`config.mk`:
```
export PLATFORM = sky130hd
export DESIGN_NAME = rail_sequencer
export DESIGN_NICKNAME = d
export VERILOG_FILES = /design/src/rtl/rail_seq_pkg.sv /design/src/rtl/us_timer.sv /design/src/rtl/slot_decode.sv /design/src/rtl/rail_sequencer.sv
export SDC_FILE = /design/constraint.sdc
export NUM_CORES = 1
export LEC_CHECK = 0
export ABC_AREA = 1
export BUFFER_PORTS_ARGS = -buffer_cell sky130_fd_sc_hd__buf_2
export CAP_MARGIN = 0
export CELL_PAD_IN_SITES_DETAIL_PLACEMENT = 1
export CELL_PAD_IN_SITES_GLOBAL_PLACEMENT = 1
export CORE_MARGIN = 2
export CORE_UTILIZATION = 36
export DETAILED_ROUTE_END_ITERATION = 10
export PLACE_DENSITY = 0.87
export SETUP_SLACK_MARGIN = 0.2
export SYNTH_ARGS = -nofsm -noshare
export SYNTH_HDL_FRONTEND = slang
export SYNTH_SLANG_ARGS = --single-unit
```
`constraint.sdc`:
```
create_clock -name clk_i -period 3.1 [get_ports clk_i]
set_input_delay 0.62 -clock clk_i [delete_from_list [all_inputs] [get_ports clk_i]]
set_output_delay 0.62 -clock clk_i [all_outputs]
set_load 0.1 [all_outputs]
```
`src/rtl/rail_seq_pkg.sv`:
```
package rail_seq_pkg;

  typedef enum logic [2:0] {
    ST_IDLE = 3'd0,
    ST_WAIT = 3'd1,
    ST_DLY  = 3'd2,
    ST_RST  = 3'd3,
    ST_ON   = 3'd4,
    ST_DN   = 3'd5,
    ST_FLT  = 3'd6
  } seq_st_e;

  typedef enum logic [1:0] {
    EM_OFF = 2'd0,
    EM_UP  = 2'd1,
    EM_DN  = 2'd2
  } en_mode_e;

  // fault timeout in microseconds
  function automatic logic [16:0] flt_us(input logic [3:0] code);
    case (code)
      4'd0:    flt_us = 17'd120;
      4'd1:    flt_us = 17'd150;
      4'd2:    flt_us = 17'd250;
      4'd3:    flt_us = 17'd380;
      4'd4:    flt_us = 17'd600;
      4'd5:    flt_us = 17'd1000;
      4'd6:    flt_us = 17'd1500;
      4'd7:    flt_us = 17'd2500;
      4'd8:    flt_us = 17'd4000;
      4'd9:    flt_us = 17'd6000;
      4'd10:   flt_us = 17'd10000;
      4'd11:   flt_us = 17'd15000;
      4'd12:   flt_us = 17'd25000;
      4'd13:   flt_us = 17'd40000;
      4'd14:   flt_us = 17'd60000;
      default: flt_us = 17'd100000;
    endcase
  endfunction

endpackage

```
`src/rtl/us_timer.sv`:
```
module us_timer #(
  parameter int CLK_PER_US = 25,
  parameter int TW         = 17
) (
  input  logic          clk_i,
  input  logic          rst_ni,
  input  logic          load_i,
  input  logic [TW-1:0] val_i,
  output logic          busy_o
);
  localparam int PW = (CLK_PER_US > 1) ? $clog2(CLK_PER_US) : 1;
  localparam logic [PW-1:0] PRE_MAX = PW'(CLK_PER_US - 1);

  logic [PW-1:0] pre_q;
  logic [TW-1:0] us_q;
  logic          busy_q;

  always_ff @(posedge clk_i or negedge rst_ni) begin
    if (!rst_ni) begin
      pre_q  <= '0;
      us_q   <= '0;
      busy_q <= 1'b0;
    end else if (load_i) begin
      pre_q  <= PRE_MAX;
      us_q   <= val_i;
      busy_q <= (val_i != '0);
    end else if (busy_q) begin
      if (pre_q == '0) begin
        pre_q <= PRE_MAX;
        us_q  <= us_q - 1'b1;
        if (us_q == TW'(1)) busy_q <= 1'b0;
      end else begin
        pre_q <= pre_q - 1'b1;
      end
    end
  end

  assign busy_o = busy_q;

  // microsecond count only holds or steps down by one
  p_tmr_step_r3: assert property (@(posedge clk_i) disable iff (!rst_ni)
    (busy_q && !load_i) |=> ((us_q == $past(us_q)) || (us_q == $past(us_q) - 1'b1)));

endmodule

```
`src/rtl/slot_decode.sv`:
```
module slot_decode
  import rail_seq_pkg::*;
#(
  parameter int N_EN  = 6,
  parameter int N_MON = 6,
  parameter int SW    = 3
) (
  input  logic [SW-1:0]       slot_i,
  input  en_mode_e            mode_i,
  input  logic [N_EN*SW-1:0]  en_slot_i,
  input  logic [N_MON*SW-1:0] mon_slot_i,
  input  logic [N_MON-1:0]    uv_ok_i,
  output logic [N_EN-1:0]     en_o,
  output logic                rails_ok_o
);
  logic [N_MON-1:0] mon_ok;

  for (genvar i = 0; i < N_EN; i++) begin : g_en
    logic [SW-1:0] code;
    assign code = en_slot_i[i*SW +: SW];
    always_comb begin
      case (mode_i)
        EM_UP:   en_o[i] = (code != '0) && (code <= slot_i);
        EM_DN:   en_o[i] = (code != '0) && (code <  slot_i);
        default: en_o[i] = 1'b0;
      endcase
    end
  end

  for (genvar m = 0; m < N_MON; m++) begin : g_mon
    logic [SW-1:0] code;
    assign code      = mon_slot_i[m*SW +: SW];
    assign mon_ok[m] = uv_ok_i[m] || (code == '0) || (code != slot_i);
  end

  assign rails_ok_o = &mon_ok;

endmodule

```
`src/rtl/rail_sequencer.sv`:
```
module rail_sequencer
  import rail_seq_pkg::*;
#(
  parameter int N_EN       = 6,
  parameter int N_MON      = 6,
  parameter int N_SLOT     = 7,
  parameter int CLK_PER_US = 25,
  parameter int TW         = 17,
  localparam int SW        = $clog2(N_SLOT)
) (
  input  logic                 clk_i,
  input  logic                 rst_ni,
  input  logic                 hw_en_i,
  input  logic                 sw_en_i,
  input  logic                 rev_dn_i,
  input  logic [N_MON-1:0]     uv_ok_i,
  input  logic [N_EN*SW-1:0]   en_slot_i,
  input  logic [N_MON*SW-1:0]  mon_slot_i,
  input  logic [N_SLOT*TW-1:0] slot_dly_i,
  input  logic [3:0]           flt_code_i,
  input  logic [TW-1:0]        rst_dly_i,
  output logic [N_EN-1:0]      en_o,
  output logic                 rst_no,
  output logic                 fault_o,
  output logic [2:0]           state_o,
  output logic [SW-1:0]        slot_o
);
  localparam int NSEL = 2 ** SW;
  localparam logic [SW-1:0] LAST = SW'(N_SLOT - 1);

  seq_st_e       st_q, st_d;
  logic [SW-1:0] slot_q, slot_d;
  logic          stg_load, flt_load, stg_busy, flt_busy, rails_ok, go;
  logic [TW-1:0] stg_val;
  en_mode_e      mode;
  logic [TW-1:0] dly_a [NSEL];

  for (genvar k = 0; k < NSEL; k++) begin : g_dly
    if (k < N_SLOT) begin : g_used
      assign dly_a[k] = slot_dly_i[k*TW +: TW];
    end else begin : g_pad
      assign dly_a[k] = '0;
    end
  end

  assign go = hw_en_i && sw_en_i;

  always_comb begin
    st_d     = st_q;
    slot_d   = slot_q;
    stg_load = 1'b0;
    stg_val  = dly_a[slot_q];
    flt_load = 1'b0;
    unique case (st_q)
      ST_IDLE: if (go) begin
        st_d     = ST_WAIT;
        slot_d   = '0;
        flt_load = 1'b1;
      end
      ST_FLT: if (!go) st_d = ST_IDLE;
      ST_DN: if (!stg_busy) begin
        if (slot_q <= SW'(1)) begin
          st_d   = ST_IDLE;
          slot_d = '0;
        end else begin
          slot_d   = slot_q - 1'b1;
          stg_load = 1'b1;
          stg_val  = dly_a[slot_q - 1'b1];
        end
      end
      default: begin
        if (!go) begin
          if (rev_dn_i && slot_q != '0) begin
            st_d     = ST_DN;
            stg_load = 1'b1;
          end else begin
            st_d   = ST_IDLE;
            slot_d = '0;
          end
        end else if (st_q == ST_WAIT) begin
          if (rails_ok) begin
            st_d     = ST_DLY;
            stg_load = 1'b1;
          end else if (!flt_busy) begin
            st_d = ST_FLT;
          end
        end else if (st_q == ST_DLY) begin
          if (!stg_busy) begin
            if (slot_q == LAST) begin
              st_d     = ST_RST;
              stg_load = 1'b1;
              stg_val  = rst_dly_i;
            end else begin
              st_d     = ST_WAIT;
              slot_d   = slot_q + 1'b1;
              flt_load = 1'b1;
            end
          end
        end else if (st_q == ST_RST) begin
          if (!stg_busy) st_d = ST_ON;
        end
      end
    endcase
  end

  always_ff @(posedge clk_i or negedge rst_ni) begin
    if (!rst_ni) begin
      st_q   <= ST_IDLE;
      slot_q <= '0;
    end else begin
      st_q   <= st_d;
      slot_q <= slot_d;
    end
  end

  always_comb begin
    case (st_q)
      ST_WAIT, ST_DLY, ST_RST, ST_ON: mode = EM_UP;
      ST_DN:                          mode = EM_DN;
      default:                        mode = EM_OFF;
    endcase
  end

  us_timer #(.CLK_PER_US(CLK_PER_US), .TW(TW)) u_stage_tmr (
    .clk_i (clk_i),
    .rst_ni(rst_ni),
    .load_i(stg_load),
    .val_i (stg_val),
    .busy_o(stg_busy)
  );

  us_timer #(.CLK_PER_US(CLK_PER_US), .TW(TW)) u_flt_tmr (
    .clk_i (clk_i),
    .rst_ni(rst_ni),
    .load_i(flt_load),
    .val_i (TW'(flt_us(flt_code_i))),
    .busy_o(flt_busy)
  );

  slot_decode #(.N_EN(N_EN), .N_MON(N_MON), .SW(SW)) u_dec (
    .slot_i    (slot_q),
    .mode_i    (mode),
    .en_slot_i (en_slot_i),
    .mon_slot_i(mon_slot_i),
    .uv_ok_i   (uv_ok_i),
    .en_o      (en_o),
    .rails_ok_o(rails_ok)
  );

  assign rst_no  = (st_q == ST_ON);
  assign fault_o = (st_q == ST_FLT);
  assign state_o = st_q;
  assign slot_o  = slot_q;

  p_start_gate_r1: assert property (@(posedge clk_i) disable iff (!rst_ni)
    (st_q == ST_IDLE && !(hw_en_i && sw_en_i)) |=> (st_q == ST_IDLE));

  p_slot_step_r2: assert property (@(posedge clk_i) disable iff (!rst_ni)
    (st_q == ST_WAIT && $past(st_q) == ST_DLY) |-> (slot_q == $past(slot_q) + 1'b1));

  p_dly_after_good_r3: assert property (@(posedge clk_i) disable iff (!rst_ni)
    (st_q == ST_DLY && $past(st_q) == ST_WAIT) |-> $past(rails_ok));

  p_fault_entry_r4: assert property (@(posedge clk_i) disable iff (!rst_ni)
    $rose(fault_o) |-> ($past(st_q) == ST_WAIT && !$past(flt_busy) && !$past(rails_ok)));

  p_rst_release_r6: assert property (@(posedge clk_i) disable iff (!rst_ni)
    $rose(rst_no) |-> ($past(st_q) == ST_RST && !$past(stg_busy)));

  p_dn_step_r8: assert property (@(posedge clk_i) disable iff (!rst_ni)
    (st_q == ST_DN && $past(st_q) == ST_DN && slot_q != $past(slot_q))
      |-> (slot_q == $past(slot_q) - 1'b1));

endmodule

```
==> results.md, run 1 <==
- Status: finished, final reports clean
- IO buf count: 200
- Crit-path max FO: 7
- CP Data Required Time: around 2500 ps
- WS Path Type: reg2out
- Synth top area share: 21.3%
- Aggregate global routing overflow: 0
- Reg2Reg Setup Slack: 420 ps
- WL per Instance: 16.7 µm
- Startpoint Class: flop
- R2r worst-path depth: 11
- Ys Warns: 0
- Largest cells by area after synthesis: nand2_1 (21%), dfrtp_1 (17%), nand3_1 (12%)
- Clock latency on the worst-skew pair: approximately 320 ps
- Xor/xnor share of the synthesized area: 2.87%
- Flops & latches, synth: 52
- Leakage power: 4.87 nW
- Slew Limit Headroom: about a third
- Die ar.: about 22,000 µm²
- First-pass GRT wire length: roughly 49 mm
- Setup Buffers After CTS: 0
- Ports: 201
- Share of cells above drive strength 1: 17.9%
- Power density over the cells: 915 nW/µm²
- Area fraction in compound gates after synthesis: around 14%
- Number of flops mapped to enable cells by yosys: 0
- Worst Setup End Kind: output port
- Layout Nets: around 1,800
- Crit-path cells: nand3_2 > inv_1 > ha_2 > inv_2 > nand4_1 > a211oi_4 > buf_12
- Synthesized area per cell: ~5.6 µm²
- Post-route total power: about 0.0083 W
- CP bufs+invs: 3
- Dominant synthesized flop cell: dfrtp_1
- Adder-cell share of the synthesized area: under 10%
- Synth Cell Area: 7630 µm²
- Post_cts resized: 1
- Tot GR Track Use: between 20% and 30%
- WP data arrival: 2170 ps
- First DRT Iteration DRCs: between 500 and 600
- Layout Skew: 11.5 ps
- Die W: approximately 150 µm
- Simple logic cell fraction of the synthesized area: between 40% and 50%
- Initial Util: a little over a third
- Fillers: about 3,000
- Fin. max-slew vios: 0
- RSZ-0062 raised after global routing: no
- Largest family of logic cells by synthesized area: simple AND/OR/NAND/NOR gates
- Hpwl dp: 23.8 mm
- Hold buffers post-CTS: 0
- Layout area overhead: 19.4%
- GPL Wtd Cong: 0.910
- Syn Nets: between 1,500 and 2,000
- Worst min path class: in2async
- Worst vdd ir: slightly above 800 µV
- CTS tree: done
- Diodes inserted: 0
- TritonCTS Sinks: 52
- Core area: 20,900 µm²
- Mux share of post-synthesis cell area: 0%
- Worst-Margin Slew: 1020 ps
- Pin count of the biggest net entering global routing: between 90 and 100
- Post-route clock period utilization: roughly nine tenths
- Height of the die: between 100 and 150 µm
- CTS HTree Levels: 2
- First-pass DRT Iterations: 5
- Clk root buf: clkbuf_16
- Fin. Hold Viols: 0
- TNS Setup: 0 ps
- Mapped Cells: between 1,000 and 1,500
- Launch point of the worst reg-to-reg path: slot_o[0]
- Initial antenna violation count: 0
- FF-to-FF End: u_stage_tmr.us_q[11]
- Peak Freq: approximately 0.36 GHz
- Max-Cap Viols: 0
- Reg clk slew, reported paths: roughly 80 ps
- Distinct cells, synth: 47
- Crit path max-delay cell type: dfrtp_4
- # DRC: 0
- Routed wire length: between 30 and 40 mm
- Clk buf depth: 2
- Ys async rst share: 100%
- Vias in the first global route: 10,000
- Cts bufs inserted: 5
- Sequential area share after synthesis: roughly 17%
- Final min period: 2790 ps
- Cell taking the most area after synthesis: nand2_1
- Final setup viols: 0
- FP Rows: 53
- Post-route ant nets: 0
- Via count: between 9,000 and 10,000
- CP delay by family, top: flip-flops
- Worst path max stage delay: between 500 and 600 ps
- Via density per instance: ~5.4
==> worst reg2reg max path, delay by kind of cell, from the launching register on <==
| kind | cells | cell delay (ps) |
|---|---|---|
| adders and majority gates | 1 | 260 |
| buffers and inverters | 3 | 570 |
| DFF | 1 | 480 |
| and+or+nand+nor | 7 | 1320 |
==> worst max-delay path by stage <==
| stage | startpoint | end | depth (start not counted) |
|---|---|---|---|
| floorplan | state_o[1] | en_o[3] | 8 |
| detailed placement | slot_o[1] | u_stage_tmr.us_q[9] | 14 |
| CTS | slot_o[2] | en_o[0] | 6 |
| global route | slot_o[2] | en_o[0] | 6 |
| finish | state_o[0] | en_o[4] | 7 |
| global placement | slot_o[1] | u_stage_tmr.us_q[9] | 14 |
==> report_power, final <==
part | total, W | switching [W] | internal, W
sequential | 0.00136 | 0.000338 | 0.00103
clock | 0.000613 | 0.000306 | 0.000307
combinational | 0.00636 | 0.00433 | 0.00203
==> layout by cell type (no fill, tap or decap), drive strengths merged, types with 7 or more instances in the layout <==
| cell | netlist | routed |
|---|---|---|
| dfrtp | 52 | 52 |
| nor2 | 152 | 152 |
| a211oi | 8 | 8 |
| o21ai | 95 | 95 |
| nand2 | 439 | 439 |
| nand3 | 183 | 183 |
| nor3 | 19 | 19 |
| o21a | 8 | 8 |
| inv | 179 | 181 |
| a31oi | 7 | 7 |
| nand4 | 25 | 25 |
| buf | 50 | 219 |
| a21oi | 45 | 45 |
| ha | 36 | 36 |
| xnor2 | 16 | 16 |
| o211ai | 11 | 11 |
| xor2 | 9 | 9 |
==> through the flow <==
step	utilization, %	cell area, µm²	setup slack (ps)	instances	hold WS [ps]
2_1_floorplan	-	7760	-241	1374	324
3_3_place_gp	42.8	8950	505	1801	468
6_report	43.6	9110	305	1809	484
3_5_place_dp	42.8	8950	398	1801	473
5_1_grt	43.6	9110	203	1809	539
4_1_cts	43.6	9100	266	1809	493
==> registers in the layout, indices dropped and copies added (netlist names) <==
register / cells
u_stage_tmr.us_q: 17
u_flt_tmr.busy_o: 1
slot_o: 3
u_flt_tmr.pre_q: 5
state_o: 3
u_stage_tmr.busy_o: 1
u_flt_tmr.us_q: 17
u_stage_tmr.pre_q: 5
==> kinds of logic (layout without fill, tap and decap cells) <==
kind of cell / after synthesis / after routing
and+or+nand+nor: 826 / 826
buffers and inverters: 246 / 406
AOI/OAI and AO/OA: 189 / 189
DFF: 52 / 52
adders and majority gates: 36 / 36
xor gates and xnor gates: 25 / 25
==> synthesized netlist by cell type, types with 4 or more instances <==
master,n
nand4_1,25
buf_4,9
inv_1,171
o21ai_1,12
o21ai_0,83
o21a_1,8
a211oi_1,8
nand2_2,4
nand3_2,4
o211ai_1,9
a31oi_1,7
clkbuf_1,17
dfrtp_1,52
or2_2,5
nand3_1,179
nor2_1,149
buf_6,8
buf_2,30
nand2_1,433
ha_1,36
nor3_1,18
inv_2,7
xnor2_1,16
xor2_1,9
a21oi_1,45
==> area by class of cell <==
class | instances | area [µm²] | share of cell area (%)
inverter | 179 | 687 | 7.54
multi-input combinational | 1076 | 5350 | 58.8
sequential | 52 | 1320 | 14.5
timing repair buffer | 219 | 1250 | 13.7
clock inverter | 3 | 25.0 | 0.275
tap | 275 | 344 | 3.78
clock buffer | 5 | 125 | 1.37
==> per-layer routing <==
metal  GRT usage (%)  wire, µm  share of wire (%)  vias to the layer above
li1                -         -                  -                     4725
met1            32.6     12600                 42                     4636
met2            47.9     14500                 48                      330
met3            4.15      1800                5.9                       88
met4            12.0      1420                4.7                        0
met5               0         0                  0                        -
Power figures use the tool's default switching activity.
==> run 2, diff against run 1 <==
clock period = 2.65 ns   (was 3.1 ns; I/O delays follow)
==> results.md, run 2 (synthesis gave the netlist of run 1 again) <==
- Status: finished, final reports clean
- Met3 Track Usage GR: 4.39% (+0.24 points)
- GRT busiest layer: met2
- Commonest non-fill, non-tap cell in the layout: nand2_1
- Height of the die: 150 µm (unchanged)
- FP Rows: 53 (unchanged)
- Layout Skew: 13.1 ps (+1.58 ps)
- Worst Setup End Kind: output port
- Startpoint Class: flop
- Post-route clock period utilization: a little over nine tenths
- IO buf count: 200 (unchanged)
- Pre-CTS WS: 181 ps (-218 ps)
- Diodes inserted: 0 (unchanged)
- Die ar.: 22,400 µm² (unchanged)
- First-pass DRT Iterations: 5 (unchanged)
- Share of cells above drive strength 1: 21.0% (+3.1 points)
- Initial antenna violation count: 0 (unchanged)
- Design area: 9620 µm² (+5.6%)
- Met1 usage: 32.8% (+0.22 points)
- Met2 usage: 50.0% (+2.1 points)
- CTS HTree Levels: 2 (unchanged)
- Via density per instance: 5.42 (+0.21%)
- Fin. Hold Viols: 0 (unchanged)
- First DRT Iteration DRCs: 552 (-3.5%)
- Cts bufs inserted: 5 (unchanged)
- Pin count of the biggest net entering global routing: 92 (-6.1%)
- Worst-Margin Slew: 612 ps (-408 ps)
- Most frequent cells in the layout: nand2_1 (430), buf_2 (191), nand3_1 (178), inv_1 (164), nor2_1 (141)
- Post-route ant nets: 0 (unchanged)
- Reg clk slew, reported paths: 80 ps (about the same)
- Crit path max-delay cell type: dfrtp_4
- Worst vdd ir: 1050 µV (+29%)
- Crit-path cells: buf_4 > nand3_2 > inv_2 > ha_4 > inv_4 > nand4_1 > a211oi_4 > buf_12
- Hold Worst Slack: 225 ps (-259 ps)
- Clk buf depth: 2 (unchanged)
- Final setup viols: 0 (unchanged)
- Leakage power: 5.09 nW (+4.6%)
- Tot GR Track Use: 28.0% (+0.80 points)
- TNS Setup: 0 ps (unchanged)
- Max-Cap Viols: 0 (unchanged)
- First-pass GRT wire length: 50.5 mm (+2.8%)
- CTS tree: done
- RSZ-0062 raised after global routing: yes
- Final setup margin: 111 ps (-194 ps)
- Worst min path class: in2async
- Clock latency on the worst-skew pair: 320 ps (about the same)
- Ports: 201 (unchanged)
- Routed wire length: 31.5 mm (+4.1%)
- Peak Freq: 0.394 GHz
- Die W: 150 µm (unchanged)
- CP Data Required Time: 2120 ps (-360 ps)
- Crit-path max FO: 4 (-3)
- Initial Util: 36.5% (unchanged)
- Via count: 9,973 (+2.0%)
- Core area: 20,900 µm² (unchanged)
- Aggregate global routing overflow: 0 (unchanged)
- Layout Nets: 1,788 (+1.8%)
- Regs by FF count: u_flt_tmr.us_q x17, u_stage_tmr.us_q x17
- Final min period: around 2500 ps
- # DRC: 0 (unchanged)
- WS Path Type: reg2out
- Vias in the first global route: 10,300 (+3.0%)
- Hpwl dp: 24.1 mm (+1.5%)
- Clk root buf: clkbuf_16
- Layout area overhead: 26.1%
- Slew Limit Headroom: 59.2% (+27 points)
- TritonCTS Sinks: 52 (unchanged)
- Power density over the cells: 1100 nW/µm² (+20%)
- WL per Instance: 17.1 µm (+2.3%)
- GPL Wtd Cong: 0.914 (+0.49%)
- Fin. max-slew vios: 0 (unchanged)
- Worst path max stage delay: 500 ps (-50 ps)
- WP data arrival: 2010 ps (-160 ps)
- Dpl cell area: 9190 µm² (+2.7%)
## run 2: cell count changes in the layout (fill, tap and decap cells not counted), moves of 5 or more
cell | previous run | this run
buf_4 | 17 | 40
o21ai_0 | 83 | 73
o21ai_1 | 12 | 21
buf_12 | 7 | 14
nor2_1 | 148 | 141
nor2_2 | 2 | 8
inv_1 | 169 | 164
## run 2: worst paths after layout
kind | slack, ps | endpoint | cells past startpoint | startpoint
min | 230 | u_stage_tmr.us_q[15] | 1 | rst_ni
max in group asynchronous | 1830 | u_flt_tmr.us_q[8] | 2 | rst_ni
min in group clk_i | 490 | u_flt_tmr.pre_q[4] | 2 | u_flt_tmr.pre_q[4]
max reg2reg | 220 | u_stage_tmr.busy_o | 19 | state_o[1]
max | 110 | en_o[3] | 8 | state_o[0]
min reg2reg | 490 | u_flt_tmr.pre_q[4] | 2 | u_flt_tmr.pre_q[4]
## run 2: worst max-delay path: cells and delay by family, from the launching register on
family                   cells  cell delay (ps)
adder cells (fa/ha/maj)      1              180
flip-flops                   1              500
AND/OR/NAND/NOR              2              240
AO/OA/AOI/OAI                1              290
buffers and inverters        4              490
## run 2: layout make-up
class,count,area [µm²]
Clock buffer,6,129
Tap cell,275,344
Inverter,179,706
Clock inverter,2,38.8
Sequential cell,52,1320
Fill cell,3000,11300
Multi-Input combinational cell,1076,5460
Timing Repair Buffer,251,1620
## run 2: routing by layer
metal  share of wire, %  wire length, µm
met4                4.5             1420
met2                 49            15300
met1                 40            12700
met3                6.7             2100
met5                  0                0
## run 2: power breakdown
group	internal [W]	switching, W	leakage [nW]
registers	0.00120	0.000390	0.605
clock network	0.000452	0.000347	0.0815
logic	0.00288	0.00533	4.41
## run 2: repair_timing
| item | CTS | global route |
|---|---|---|
| buffers inserted | 15 | 1 |
| setup endpoints to repair | 7 | 25 |
| hold buffers | 0 | 0 |
| gates resized for setup | 20 | 17 |
| pin swaps | 15 | 1 |
| cloned | 0 | 1 |
## run 2: through the flow
step                util [%]  instances  total power [W]
finish                  46.0       1841           0.0106
global route            46.0       1841           0.0115
CTS                     45.6       1839           0.0103
detailed placement      44.0       1816          0.00926
global placement        44.0       1816          0.00895
floorplan                  -       1374          0.00713
==> run 3, diff against run 2 <==
CORE_ASPECT_RATIO = 2   (was default)
==> results.md, run 3 (synthesis gave the netlist of run 1 again) <==
- Status: finished, final reports clean
- Slew Limit Headroom: 50.4% (-8.8 points)
- Crit-path cells: inv_4 > nand2_4 > nor2_4 > nor2_2 > ha_4 > inv_4 > nand4_1 > a211oi_4 > buf_12
- Via count: 10,300 (+2.8%)
- CP Data Required Time: 2120 ps (about the same)
- Hold Worst Slack: 339 ps (+113 ps)
- Clock latency on the worst-skew pair: 310 ps (about the same)
- Clk root buf: clkbuf_16
- WP data arrival: 2050 ps (+40 ps)
- Worst Setup End Kind: output port
- First DRT Iteration DRCs: 493 (-11%)
- Height of the die: 210 µm (+40%)
- First-pass GRT wire length: 54.3 mm (+7.6%)
- WL per Instance: 18.6 µm (+8.7%)
- R2r worst-path depth: 15 (-4)
- Routed wire length: 34.5 mm (+9.4%)
- GPL Wtd Cong: 0.973 (+6.4%)
- Die W: 107 µm (-29%)
- Die ar.: 22,400 µm² (+0.31%)
- Final setup margin: 65.8 ps (-44.8 ps)
- Worst vdd ir: 866 µV (-17%)
- IO buf count: 200 (unchanged)
- Hold buffers post-CTS: 0 (unchanged)
- Most frequent cells in the layout: nand2_1 (426), buf_2 (192), nand3_1 (178), inv_1 (165), nor2_1 (143)
- Core area: 20,900 µm² (+0.18%)
- # DRC: 0 (unchanged)
- Layout area overhead: 27.2%
- Post-route clock period utilization: 97.5% (+1.7 points)
- Max-Cap Viols: 0 (unchanged)
- Post-route ant nets: 0 (unchanged)
- Share of cells above drive strength 1: 21.9% (+0.91 points)
- Fin. Hold Viols: 0 (unchanged)
- Via density per instance: 5.53 (+2.1%)
- Clk buf depth: 2 (unchanged)
- First-pass DRT Iterations: 5 (unchanged)
- CP most frequent cell: inv_4
- Worst min path class: in2async
- Cts bufs inserted: 5 (unchanged)
- Pre-CTS WS: 185 ps (+4.51 ps)
- Crit-path max FO: 4 (unchanged)
- Fin. max-slew vios: 0 (unchanged)
- Layout Skew: 14.5 ps (+1.46 ps)
- Initial antenna violation count: 1 (+1)
- CTS HTree Levels: 2 (unchanged)
- Final setup viols: 0 (unchanged)
- Crit path max-delay cell type: dfrtp_4
- Vias in the first global route: 11,000 (+6.7%)
- Ports: 201 (unchanged)
- Leakage power: 5.17 nW (+1.5%)
- Hpwl dp: 26.8 mm (+11%)
- Initial Util: 36.4% (-0.065 points)
- Commonest non-fill, non-tap cell in the layout: nand2_1
- Fillers: 3,064 (+2.1%)
- Worst-Margin Slew: 744 ps (+133 ps)
- Final core utilization: 46.4% (+0.31 points)
- TritonCTS Sinks: 52 (unchanged)
- Worst path max stage delay: 510 ps (about the same)
- Tot GR Track Use: 30.7% (+2.7 points)
- RSZ-0062 raised after global routing: yes
- Pin count of the biggest net entering global routing: 114 (+24%)
- Layout Nets: 1,805 (+0.95%)
- FP Rows: 75 (+42%)
- Aggregate global routing overflow: 0 (unchanged)
- Post-route total power: 0.0109 W (+2.5%)
- Regs by FF count: u_flt_tmr.us_q x17, u_stage_tmr.us_q x17
- WS Path Type: reg2out
- Startpoint Class: flop
- Peak Freq: 0.387 GHz (-1.7%)
- Power density over the cells: 1120 nW/µm² (+1.6%)
- CTS tree: done
- Final min period: 2580 ps (+44.8 ps)
- Reg clk slew, reported paths: 90 ps (about the same)
-- run 3: changes by cell type in the layout (fill, tap and decap cells not counted), sizes merged --
cell / before / now
clkinv: 0 / 1
buf: 250 / 266
diode: 0 / 1
inv: 179 / 181
bufbuf: 0 / 1
clkbuf: 7 / 5
bufinv: 1 / 0
-- run 3: per-layer routing --
metal / global-route usage [%] / up-vias / wire [µm]
li1: - / 4831 / -
met1: 29.9 / 4877 / 11800
met2: 58.6 / 393 / 18600
met3: 3.17 / 152 / 1500
met4: 21.2 / 0 / 2600
met5: 0 / - / 0
-- run 3: timing repair --
action | 4_1_cts | 5_1_grt
setup endpoints to repair | 7 | 43
gates resized for setup | 23 | 24
pin swaps | 11 | 6
gates cloned | 2 | 0
buffers inserted | 15 | 9
-- run 3: worst paths after layout --
path	slack, ps	endpoint	from
worst max register to register	190	u_stage_tmr.busy_o	slot_o[2]
max in group asynchronous	1720	slot_o[0]	rst_ni
worst min-delay path	340	u_stage_tmr.us_q[12]	rst_ni
worst min register to register	490	u_flt_tmr.pre_q[3]	u_flt_tmr.pre_q[3]
min in group clk_i	490	u_flt_tmr.pre_q[3]	u_flt_tmr.pre_q[3]
worst max-delay path	70	en_o[0]	state_o[0]
-- run 3: area by class of cell --
| type | count | area (µm²) | area share, % |
|---|---|---|---|
| Multi-Input combinational cell | 1076 | 5460 | 56.3 |
| Clock buffer | 5 | 125 | 1.29 |
| Timing Repair Buffer | 267 | 1720 | 17.7 |
| Antenna cell | 1 | 2.50 | 0.0258 |
| Timing Repair inverter | 1 | 8.76 | 0.0903 |
| Inverter | 179 | 707 | 7.29 |
| Tap cell | 269 | 337 | 3.47 |
| Clock inverter | 3 | 21.3 | 0.219 |
| Sequential cell | 52 | 1320 | 13.6 |
-- run 3: metrics by stage --
| step | cell area (µm²) | TNS [ps] | cells |
|---|---|---|---|
| final | 9700 | 0 | 1853 |
| after global routing | 9700 | 0 | 1853 |
| after CTS | 9540 | 0 | 1843 |
| after detailed placement | 9180 | 0 | 1818 |
| after global placement | 9180 | 0 | 1818 |
| after floorplan | 7830 | -11350 | 1374 |
-- run 3: worst max-delay path: cells and delay by family (launching register included) --
kind / cells / cell delay [ps]
compound gates: 1 / 310
fa+ha+maj: 1 / 190
buf+inv: 3 / 370
flops: 1 / 510
simple gates: 4 / 350
-- run 3: power by group --
group | switching, W | leakage, nW | internal (W)
registers | 0.000392 | 0.605 | 0.00120
logic | 0.00555 | 4.49 | 0.00301
clock network | 0.000356 | 0.0702 | 0.000354
